## src/rtl/uart_regif_pkg.sv

```systemverilog
package uart_regif_pkg;
   localparam int BUS_W        = 32;
   // word indices of the mapped registers
   localparam int IDX_DATA     = 0;
   localparam int IDX_CTRL     = 1;
   localparam int IDX_CLKC     = 2;
   localparam int NUM_MAPPED   = 3;
   // control register field positions
   localparam int CTRL_MODE_LSB = 2;
   localparam int CTRL_MODE_W   = 2;
   localparam int CTRL_FTX      = 7;
   localparam int CTRL_FRX      = 8;
   localparam int CTRL_OVR      = 9;

   typedef struct packed {
      logic [CTRL_MODE_W-1:0] mode;
      logic                   force_tx;
      logic                   force_rx;
   } ctrl_t;
endpackage

```

## src/rtl/uart_regif_dec.sv

```systemverilog
module uart_regif_dec
   import uart_regif_pkg::*;
#(
   parameter int ADDR_W       = 5,
   parameter int REGION_BYTES = 20,
   localparam int IDX_W       = ADDR_W - 2,
   localparam int NUM_WORDS   = 1 << IDX_W
)(
   input  logic                 sel,
   input  logic                 wr,
   input  logic [ADDR_W-1:0]    addr,
   output logic [NUM_WORDS-1:0] wr_hit,
   output logic [NUM_WORDS-1:0] rd_hit
);
   logic [IDX_W-1:0] idx;
   logic             unused_lsb;

   assign idx        = addr[ADDR_W-1:2];
   assign unused_lsb = ^addr[1:0];

   for (genvar i = 0; i < NUM_WORDS; i++) begin : g_word
      if ((i < NUM_MAPPED) && (i * 4 < REGION_BYTES)) begin : g_mapped
         assign wr_hit[i] = sel &&  wr && (idx == IDX_W'(i));
         assign rd_hit[i] = sel && !wr && (idx == IDX_W'(i));
      end else begin : g_hole
         assign wr_hit[i] = 1'b0;
         assign rd_hit[i] = 1'b0;
      end
   end
endmodule

```

## src/rtl/uart_regif_txhold.sv

```systemverilog
module uart_regif_txhold #(
   parameter int CHAR_W = 8
)(
   input  logic              clk,
   input  logic              rst_n,
   input  logic              load,
   input  logic [CHAR_W-1:0] load_char,
   input  logic              done,
   output logic              ready,
   output logic              start,
   output logic [CHAR_W-1:0] char_q
);
   always_ff @(posedge clk or negedge rst_n) begin
      if (!rst_n) begin
         ready  <= 1'b1;
         start  <= 1'b0;
         char_q <= '0;
      end else begin
         start <= load && ready;
         if (ready && load) begin
            char_q <= load_char;
            ready  <= 1'b0;
         end else if (!ready && done) begin
            ready  <= 1'b1;
         end
      end
   end
endmodule

```

## src/rtl/uart_regif_rxhold.sv

```systemverilog
module uart_regif_rxhold #(
   parameter int CHAR_W = 8
)(
   input  logic              clk,
   input  logic              rst_n,
   input  logic              ack,
   input  logic              in_stb,
   input  logic [CHAR_W-1:0] in_char,
   output logic              valid,
   output logic [CHAR_W-1:0] char_q,
   output logic              overrun_evt
);
   logic room;

   // the acknowledge frees the slot before a same-cycle arrival is judged
   assign room        = !valid || ack;
   assign overrun_evt = in_stb && !room;

   always_ff @(posedge clk or negedge rst_n) begin
      if (!rst_n) begin
         valid  <= 1'b0;
         char_q <= '0;
      end else if (in_stb && room) begin
         valid  <= 1'b1;
         char_q <= in_char;
      end else if (ack) begin
         valid  <= 1'b0;
      end
   end
endmodule

```

## src/rtl/uart_regif_cfg.sv

```systemverilog
module uart_regif_cfg
   import uart_regif_pkg::*;
#(
   parameter int STEP_W = 16,
   parameter int PRE_W  = 12
)(
   input  logic              clk,
   input  logic              rst_n,
   input  logic              ctrl_we,
   input  ctrl_t             ctrl_in,
   input  logic              ovr_clr,
   input  logic              ovr_set,
   input  logic              clk_we,
   input  logic [STEP_W-1:0] step_in,
   input  logic [PRE_W-1:0]  pre_in,
   output ctrl_t             ctrl_q,
   output logic              ovr_q,
   output logic [STEP_W-1:0] step_q,
   output logic [PRE_W-1:0]  pre_q
);
   always_ff @(posedge clk or negedge rst_n) begin
      if (!rst_n) begin
         ctrl_q <= '0;
         ovr_q  <= 1'b0;
         step_q <= '0;
         pre_q  <= '0;
      end else begin
         if (ctrl_we) ctrl_q <= ctrl_in;
         // a fresh overrun outranks a clear in the same cycle
         if (ovr_set)      ovr_q <= 1'b1;
         else if (ovr_clr) ovr_q <= 1'b0;
         if (clk_we) begin
            step_q <= step_in;
            pre_q  <= pre_in;
         end
      end
   end
endmodule

```

## src/rtl/uart_regif.sv

```systemverilog
module uart_regif
   import uart_regif_pkg::*;
#(
   parameter int ADDR_W       = 5,
   parameter int CHAR_W       = 8,
   parameter int STEP_W       = 16,
   parameter int PRE_W        = 12,
   parameter int REGION_BYTES = 20
)(
   input  logic              clk,
   input  logic              rst_n,
   input  logic              bus_sel,
   input  logic              bus_wr,
   input  logic [ADDR_W-1:0] bus_addr,
   input  logic [BUS_W-1:0]  bus_wdata,
   output logic [BUS_W-1:0]  bus_rdata,
   output logic              tx_start,
   output logic [CHAR_W-1:0] tx_byte,
   input  logic              tx_done,
   input  logic              rx_stb,
   input  logic [CHAR_W-1:0] rx_char_in,
   output logic [1:0]        if_mode,
   output logic              force_tx_rdy,
   output logic              force_rx_rdy,
   output logic [STEP_W-1:0] clk_step,
   output logic [PRE_W-1:0]  clk_prescale
);
   localparam int IDX_W     = ADDR_W - 2;
   localparam int NUM_WORDS = 1 << IDX_W;
   localparam int RXV_BIT   = CHAR_W;
   localparam int TXR_BIT   = CHAR_W + 1;
   localparam int CLK_USED  = STEP_W + PRE_W;

   // elaboration-time parameter checks
   if (ADDR_W < 4) begin : g_bad_addr
      $error("uart_regif: ADDR_W must cover three register words");
   end
   if (TXR_BIT >= BUS_W) begin : g_bad_char
      $error("uart_regif: CHAR_W leaves no room for handshake flags");
   end
   if (CLK_USED > BUS_W) begin : g_bad_clk
      $error("uart_regif: step and prescale exceed the bus width");
   end
   if ((REGION_BYTES < 4 * NUM_MAPPED) || (REGION_BYTES > (1 << ADDR_W))) begin : g_bad_region
      $error("uart_regif: REGION_BYTES out of range");
   end

   logic [NUM_WORDS-1:0] wr_hit, rd_hit;
   logic                 tx_rdy_q, rx_vld_q, ovr_q, ovr_evt;
   logic [CHAR_W-1:0]    rx_char_q;
   ctrl_t                ctrl_in, ctrl_q;
   logic [BUS_W-1:0]     rd_words [NUM_WORDS];
   logic [BUS_W-1:0]     ctrl_word;
   logic                 unused_hit;

   uart_regif_dec #(
      .ADDR_W       (ADDR_W),
      .REGION_BYTES (REGION_BYTES)
   ) u_dec (
      .sel    (bus_sel),
      .wr     (bus_wr),
      .addr   (bus_addr),
      .wr_hit (wr_hit),
      .rd_hit (rd_hit)
   );

   assign unused_hit = ^wr_hit[NUM_WORDS-1:NUM_MAPPED] ^ ^rd_hit[NUM_WORDS-1:NUM_MAPPED];

   uart_regif_txhold #(.CHAR_W(CHAR_W)) u_tx (
      .clk       (clk),
      .rst_n     (rst_n),
      .load      (wr_hit[IDX_DATA] && bus_wdata[TXR_BIT]),
      .load_char (bus_wdata[CHAR_W-1:0]),
      .done      (tx_done),
      .ready     (tx_rdy_q),
      .start     (tx_start),
      .char_q    (tx_byte)
   );

   uart_regif_rxhold #(.CHAR_W(CHAR_W)) u_rx (
      .clk         (clk),
      .rst_n       (rst_n),
      .ack         (wr_hit[IDX_DATA] && bus_wdata[RXV_BIT]),
      .in_stb      (rx_stb),
      .in_char     (rx_char_in),
      .valid       (rx_vld_q),
      .char_q      (rx_char_q),
      .overrun_evt (ovr_evt)
   );

   assign ctrl_in.mode     = bus_wdata[CTRL_MODE_LSB +: CTRL_MODE_W];
   assign ctrl_in.force_tx = bus_wdata[CTRL_FTX];
   assign ctrl_in.force_rx = bus_wdata[CTRL_FRX];

   uart_regif_cfg #(.STEP_W(STEP_W), .PRE_W(PRE_W)) u_cfg (
      .clk     (clk),
      .rst_n   (rst_n),
      .ctrl_we (wr_hit[IDX_CTRL]),
      .ctrl_in (ctrl_in),
      .ovr_clr (wr_hit[IDX_CTRL] && bus_wdata[CTRL_OVR]),
      .ovr_set (ovr_evt),
      .clk_we  (wr_hit[IDX_CLKC]),
      .step_in (bus_wdata[STEP_W-1:0]),
      .pre_in  (bus_wdata[STEP_W +: PRE_W]),
      .ctrl_q  (ctrl_q),
      .ovr_q   (ovr_q),
      .step_q  (clk_step),
      .pre_q   (clk_prescale)
   );

   assign if_mode      = ctrl_q.mode;
   assign force_tx_rdy = ctrl_q.force_tx;
   assign force_rx_rdy = ctrl_q.force_rx;

   always_comb begin
      ctrl_word = '0;
      ctrl_word[CTRL_MODE_LSB +: CTRL_MODE_W] = ctrl_q.mode;
      ctrl_word[CTRL_FTX] = ctrl_q.force_tx;
      ctrl_word[CTRL_FRX] = ctrl_q.force_rx;
      ctrl_word[CTRL_OVR] = ovr_q;
   end

   if (CLK_USED < BUS_W) begin : g_wdata_hi
      logic unused_hi;
      assign unused_hi = ^bus_wdata[BUS_W-1:CLK_USED];
   end

   for (genvar i = 0; i < NUM_WORDS; i++) begin : g_rdw
      if (i == IDX_DATA) begin : g_data
         assign rd_words[i] = BUS_W'({tx_rdy_q, rx_vld_q, rx_char_q});
      end else if (i == IDX_CTRL) begin : g_ctrl
         assign rd_words[i] = ctrl_word;
      end else if (i == IDX_CLKC) begin : g_clkc
         assign rd_words[i] = BUS_W'({clk_prescale, clk_step});
      end else begin : g_zero
         assign rd_words[i] = '0;
      end
   end

   always_comb begin
      bus_rdata = '0;
      for (int i = 0; i < NUM_WORDS; i++) begin
         if (rd_hit[i]) bus_rdata = bus_rdata | rd_words[i];
      end
   end
endmodule

```

## config.mk

```make
export PLATFORM = sky130hd
export DESIGN_NAME = uart_regif
export DESIGN_NICKNAME = d
export VERILOG_FILES = /design/src/rtl/uart_regif_pkg.sv /design/src/rtl/uart_regif_dec.sv /design/src/rtl/uart_regif_txhold.sv /design/src/rtl/uart_regif_rxhold.sv /design/src/rtl/uart_regif_cfg.sv /design/src/rtl/uart_regif.sv
export SDC_FILE = /design/constraint.sdc
export NUM_CORES = 1
export LEC_CHECK = 0
export BUFFER_PORTS_ARGS = -buffer_cell sky130_fd_sc_hd__buf_2
export CAP_MARGIN = 20
export CORE_MARGIN = 1.5
export CORE_UTILIZATION = 40
export CTS_CLUSTER_DIAMETER = 40
export DETAILED_ROUTE_END_ITERATION = 16
export PLACE_DENSITY = 0.7
export SETUP_SLACK_MARGIN = 0.2
export SLEW_MARGIN = 5
export SYNTH_ARGS = -nofsm -noshare
export SYNTH_HDL_FRONTEND = slang
export SYNTH_SLANG_ARGS = --single-unit
```

## constraint.sdc

```tcl
create_clock -name clk -period 1.7 [get_ports clk]
set_input_delay 0.17 -clock clk [delete_from_list [all_inputs] [get_ports clk]]
set_output_delay 0.17 -clock clk [all_outputs]
set_load 0.1 [all_outputs]
```

== Word-level counts from Yosys, hierarchy flattened ==
Cells that the tools add are included.

* Bits in writable memories: 0
* Register bits: 52
* Bits in latches: 0
* ROM bits: 0
* Memories kept: 0

* Multiplexer cells: 9
* $add $sub $neg: 0
* Bitwise gates (word level): 2
* Multipliers: 0
* Reductions and logical operators: 24
* Shift-type cells: 0
* Eq/ne operators: 2
* Divide/modulo/power cells: 0
* $lt $le $gt $ge: 0

{| class="wikitable"
|+ Operators with widths
! cell !! count
|-
| $mux W32 || 1
|-
| $or A32 B28 Y32 || 1
|-
| $mux W10 || 2
|-
| $logic_and A1 B1 Y1 || 15
|-
| $or A10 B10 Y10 || 1
|-
| $mux W1 || 6
|-
| $reduce_bool A2 Y1 || 3
|-
| $logic_not A1 Y1 || 4
|-
| $eq A3 B1 Y1 const B || 1
|-
| $eq A3 B2 Y1 const B || 1
|-
| $logic_not A3 Y1 || 1
|-
| $logic_or A1 B1 Y1 || 1
|}

== Longest topological paths before layout ==
* Word-level depth: 8
* Gate-level depth with buffers: 6
* Gate-level depth less buffers: 3

== Modules after synthesis ==
From an unflattened synthesis, not the netlist that was laid out.

* Cells, all modules: 180
* Area total of the unflattened synthesis: 2,526.2 sq um

{| class="wikitable"
|+ By module, submodules not included
! module !! area an instance (sq um) !! cells each !! times used !! sequential area each (sq um)
|-
| uart_regif_cfg || 1,323.8 || 70 || 1 || 825.8
|-
| uart_regif_rxhold || 381.6 || 22 || 1 || 225.2
|-
| uart_regif_txhold || 370.4 || 22 || 1 || 251.5
|-
| uart_regif || 316.6 || 45 || 1 || 0.0
|-
| uart_regif_dec || 133.9 || 21 || 1 || 0.0
|}

== Least setup slack after synthesis ==
Ideal clock, no wire load.

* Path kind: register to output
* Start: register u_cfg.step_q[2]
* End: output bus_rdata[2]
* Path buffers: 0
* Data required time: 1.530 ns
* Data arrival time: 2.755 ns
* Setup slack: -1.225 ns
* Stages on the path, launching flop included: 4
* Path through: dfrtp_1 mux2i_1 or2_1 a21oi_1

* Cells in the longest elaborated chain, start to end: 2

{| class="wikitable"
|+ RTL lines
! what !! RTL line !! RTL
|-
| from (decl) || uart_regif_cfg.sv:18 || <nowiki>output logic [STEP_W-1:0] step_q,</nowiki>
|-
| from (signal assigned) || uart_regif_cfg.sv:33 || <nowiki>step_q <= step_in;</nowiki>
|-
| $or A32 B28 Y32 || uart_regif.sv:143 || <nowiki>if (rd_hit[i]) bus_rdata = bus_rdata | rd_words[i];</nowiki>
|-
| $mux W32 || uart_regif.sv:143 ||
|-
| to (decl) || uart_regif.sv:16 || <nowiki>output logic [BUS_W-1:0] bus_rdata,</nowiki>
|}

No other way between the ends.

== Worst setup path after layout ==
* Start: register u_cfg.step_q[9]
* End: output bus_rdata[9]

The elaborated chain is that of the path after synthesis.

==> run metrics <==
Hold WC Path Type primary input to flop; Crit Reg-Reg Startpoint u_rx.valid; clock root buffer clkbuf_8; Critical Path Max Stage Delay 0.49 ns; Critical Path Slowest Stage Cell dfrtp_4; Clock Tree Buf Depth 2; largest net degree at the start of global routing 24; P&R area growth vs syn 60.9%; Final GP Congestion 0.744; # port buffers 113; PwrDens 1290 nW/um2; hold path depth 2; DRC errors left 0; syn avg cell area 13.2 um2; commonest cells after routing, fill and taps aside buf_2 (83), buf_12 (30), mux2_1 (28); crit-path max FO 2; final instance area 3840 um2; f_max 0.645 GHz; EDFF count, synth 0; Reg power frac 34.6%; Max VDD drop 0.856 mV; Via density 4.83; Layout Nets 358; setup slack, reg-to-reg 0.34 ns; WL final 5620 um; layout cells sized above 1 72.7%; Overall Power 4.94 mW; clock power share 14.2%; global-route wire length before repair 9080 um; CP delay by family, top flip-flops; max layer used met4; final setup fails 0; leakage power 1.81 nW; most common cell after layout, fill and taps aside buf_2; placed inst area 3680 um2; Worst-Skew Late Latency 0.29 ns; min cycle time layout 1.55 ns; Synth Instances 181; Clock Sinks 52; sw frac 52.5%; R2R depth 3; Mapped Area 2380 um2; DR iter-0 viols 40; synth unique cells 31; Num CTS Buffers 5; die footprint 6430 um2; initial antenna violation count 0; Worst-path clk slew 0.09 ns; Initial Util 42.3%; vias in the first global route 1811; routed wl met3 461 um; Critical Path RT 1.53 ns; DR WL/cell 14.8 um; IO Pins 124; crit-path cells mux2i_2 > a2bb2oi_2 > nor2_4 > buf_12; core area 5640 um2; Worst setup EP type primary output; hold path endpoint u_tx.ready; reg-to-reg endpoint u_rx.char_q[4]; reported net switching power 2.59 mW; antenna diode instance count 0; Worst Skew 0.00457 ns; Fin. Hold Viols 0; Internal 2.35 mW; FILL cells 394; GR Overflow Total 0; Buf/Inv on CP 1; Final Slew Violations 0; CTS tree built; Rows 27; Die H 80.2 um; RSZ-0062 raised after global routing yes; Final Cycle Share 91.2%; startpoint types flop; Comb pwr share 51.2%; Hold Startpoint tx_done; first drt pass iteration count 4; arrival time at the worst endpoint 1.38 ns; dpl hpwl 4340 um; H-tree depth 2; Die Wd 80.2 um; synth warn 0; post-synthesis sequential area ratio 54.6%; synthesized flop and latch total 52; Main synth FF type dfrtp_1; GRT Util Overall 18.5%; max cap viols 0; WL met1 2470 um; kind of critical path flop to primary output; ys async rst share 100%; number of nets with antenna violations after detailed routing 0; WL met2 2660 um; Vias 1834; status completed
==> how the worst max path moves through the flow <==
stage,startpoint,cells after the start,endpoint
after global placement,bus_addr[4],5,bus_rdata[5]
after CTS,u_cfg.step_q[9],4,bus_rdata[9]
after floorplan,u_cfg.step_q[2],3,bus_rdata[2]
after global routing,u_cfg.step_q[9],4,bus_rdata[9]
after detailed placement,bus_addr[4],5,bus_rdata[0]
final,u_cfg.step_q[9],4,bus_rdata[9]
==> cell type report <==
class | instances | area (um2) | share of cell area, %
Clock buffer | 6 | 82.6 | 2.15
Clock inverter | 2 | 10.0 | 0.261
Inverter | 3 | 11.3 | 0.293
Multi-Input combinational cell | 117 | 1150 | 30.0
Sequential cell | 52 | 1360 | 35.3
Tap cell | 72 | 90.1 | 2.35
Timing Repair Buffer | 128 | 1140 | 29.7
==> cell usage after synthesis (2+ instances only) <==
cell type	instances	area, um2
dfrtp_1	51	1280
mux2_1	28	315
mux2_2	20	225
and2_1	18	113
mux2i_1	10	100
nor2_1	7	26.3
buf_2	5	25.0
buf_4	5	37.5
or2_1	5	31.3
a21oi_1	4	20.0
nand2_1	4	15.0
inv_1	3	11.3
a31oi_1	2	12.5
buf_6	2	22.5
==> per-layer routing <==
layer | vias to the layer above | global-route usage [%]
li1 | 861 | -
met1 | 879 | 24.3
met2 | 89 | 30.5
met3 | 5 | 5.23
met4 | 0 | 3.62
met5 | - | 0
==> what timing repair did <==
item | 4_1_cts | 5_1_grt
endpoints found under the setup margin | 28 | 12
hold buffers | 1 | 0
pin swaps | 7 | 3
buffers inserted | 4 | 1
hold endpoints to repair | 15 | 0
gates resized for setup | 2 | 2
==> sequential cells by signal, summed over array words and instances (netlist names) <==
| register | count |
|---|---|
| u_cfg.ovr_q | 1 |
| u_tx.start | 1 |
| u_rx.char_q | 8 |
| u_cfg.pre_q | 12 |
| u_cfg.step_q | 16 |
| u_tx.char_q | 8 |
| u_rx.valid | 1 |
| u_cfg.ctrl_q | 4 |
| u_tx.ready | 1 |
==> per-stage QoR <==
step	hold WS (ns)	std cells	TNS [ns]	worst slack [ns]	utilization [%]
floorplan	-0.126	184	-0.00875	-0.00258	-
global placement	0.119	366	0	0.144	65.2
detailed placement	0.119	366	0	0.140	65.2
CTS	0.0809	379	0	0.126	67.7
global route	0.0725	380	0	0.0910	68.0
finish	0.0910	380	0	0.150	68.0
==> power groups by stage <==
stage	clock [mW]	sequential (mW)	combinational [mW]
2_1_floorplan	0	3.30	0.472
3_3_place_gp	0	1.72	2.48
3_5_place_dp	0	1.74	2.51
4_1_cts	0.739	1.71	2.54
5_1_grt	0.788	1.75	2.61
6_report	0.701	1.71	2.53
==> cells by family after synthesis <==
| logic type | count (synthesis) | synth area share (%) |
|---|---|---|
| AOI/OAI and AO/OA | 10 | 2.73 |
| buffers and inverters | 15 | 4.04 |
| other | 1 | 0.157 |
| DFF | 52 | 54.6 |
| and+or+nand+nor | 45 | 11.6 |
| muxes | 58 | 26.9 |
No activity file was read; power rests on OpenSTA's default activity.
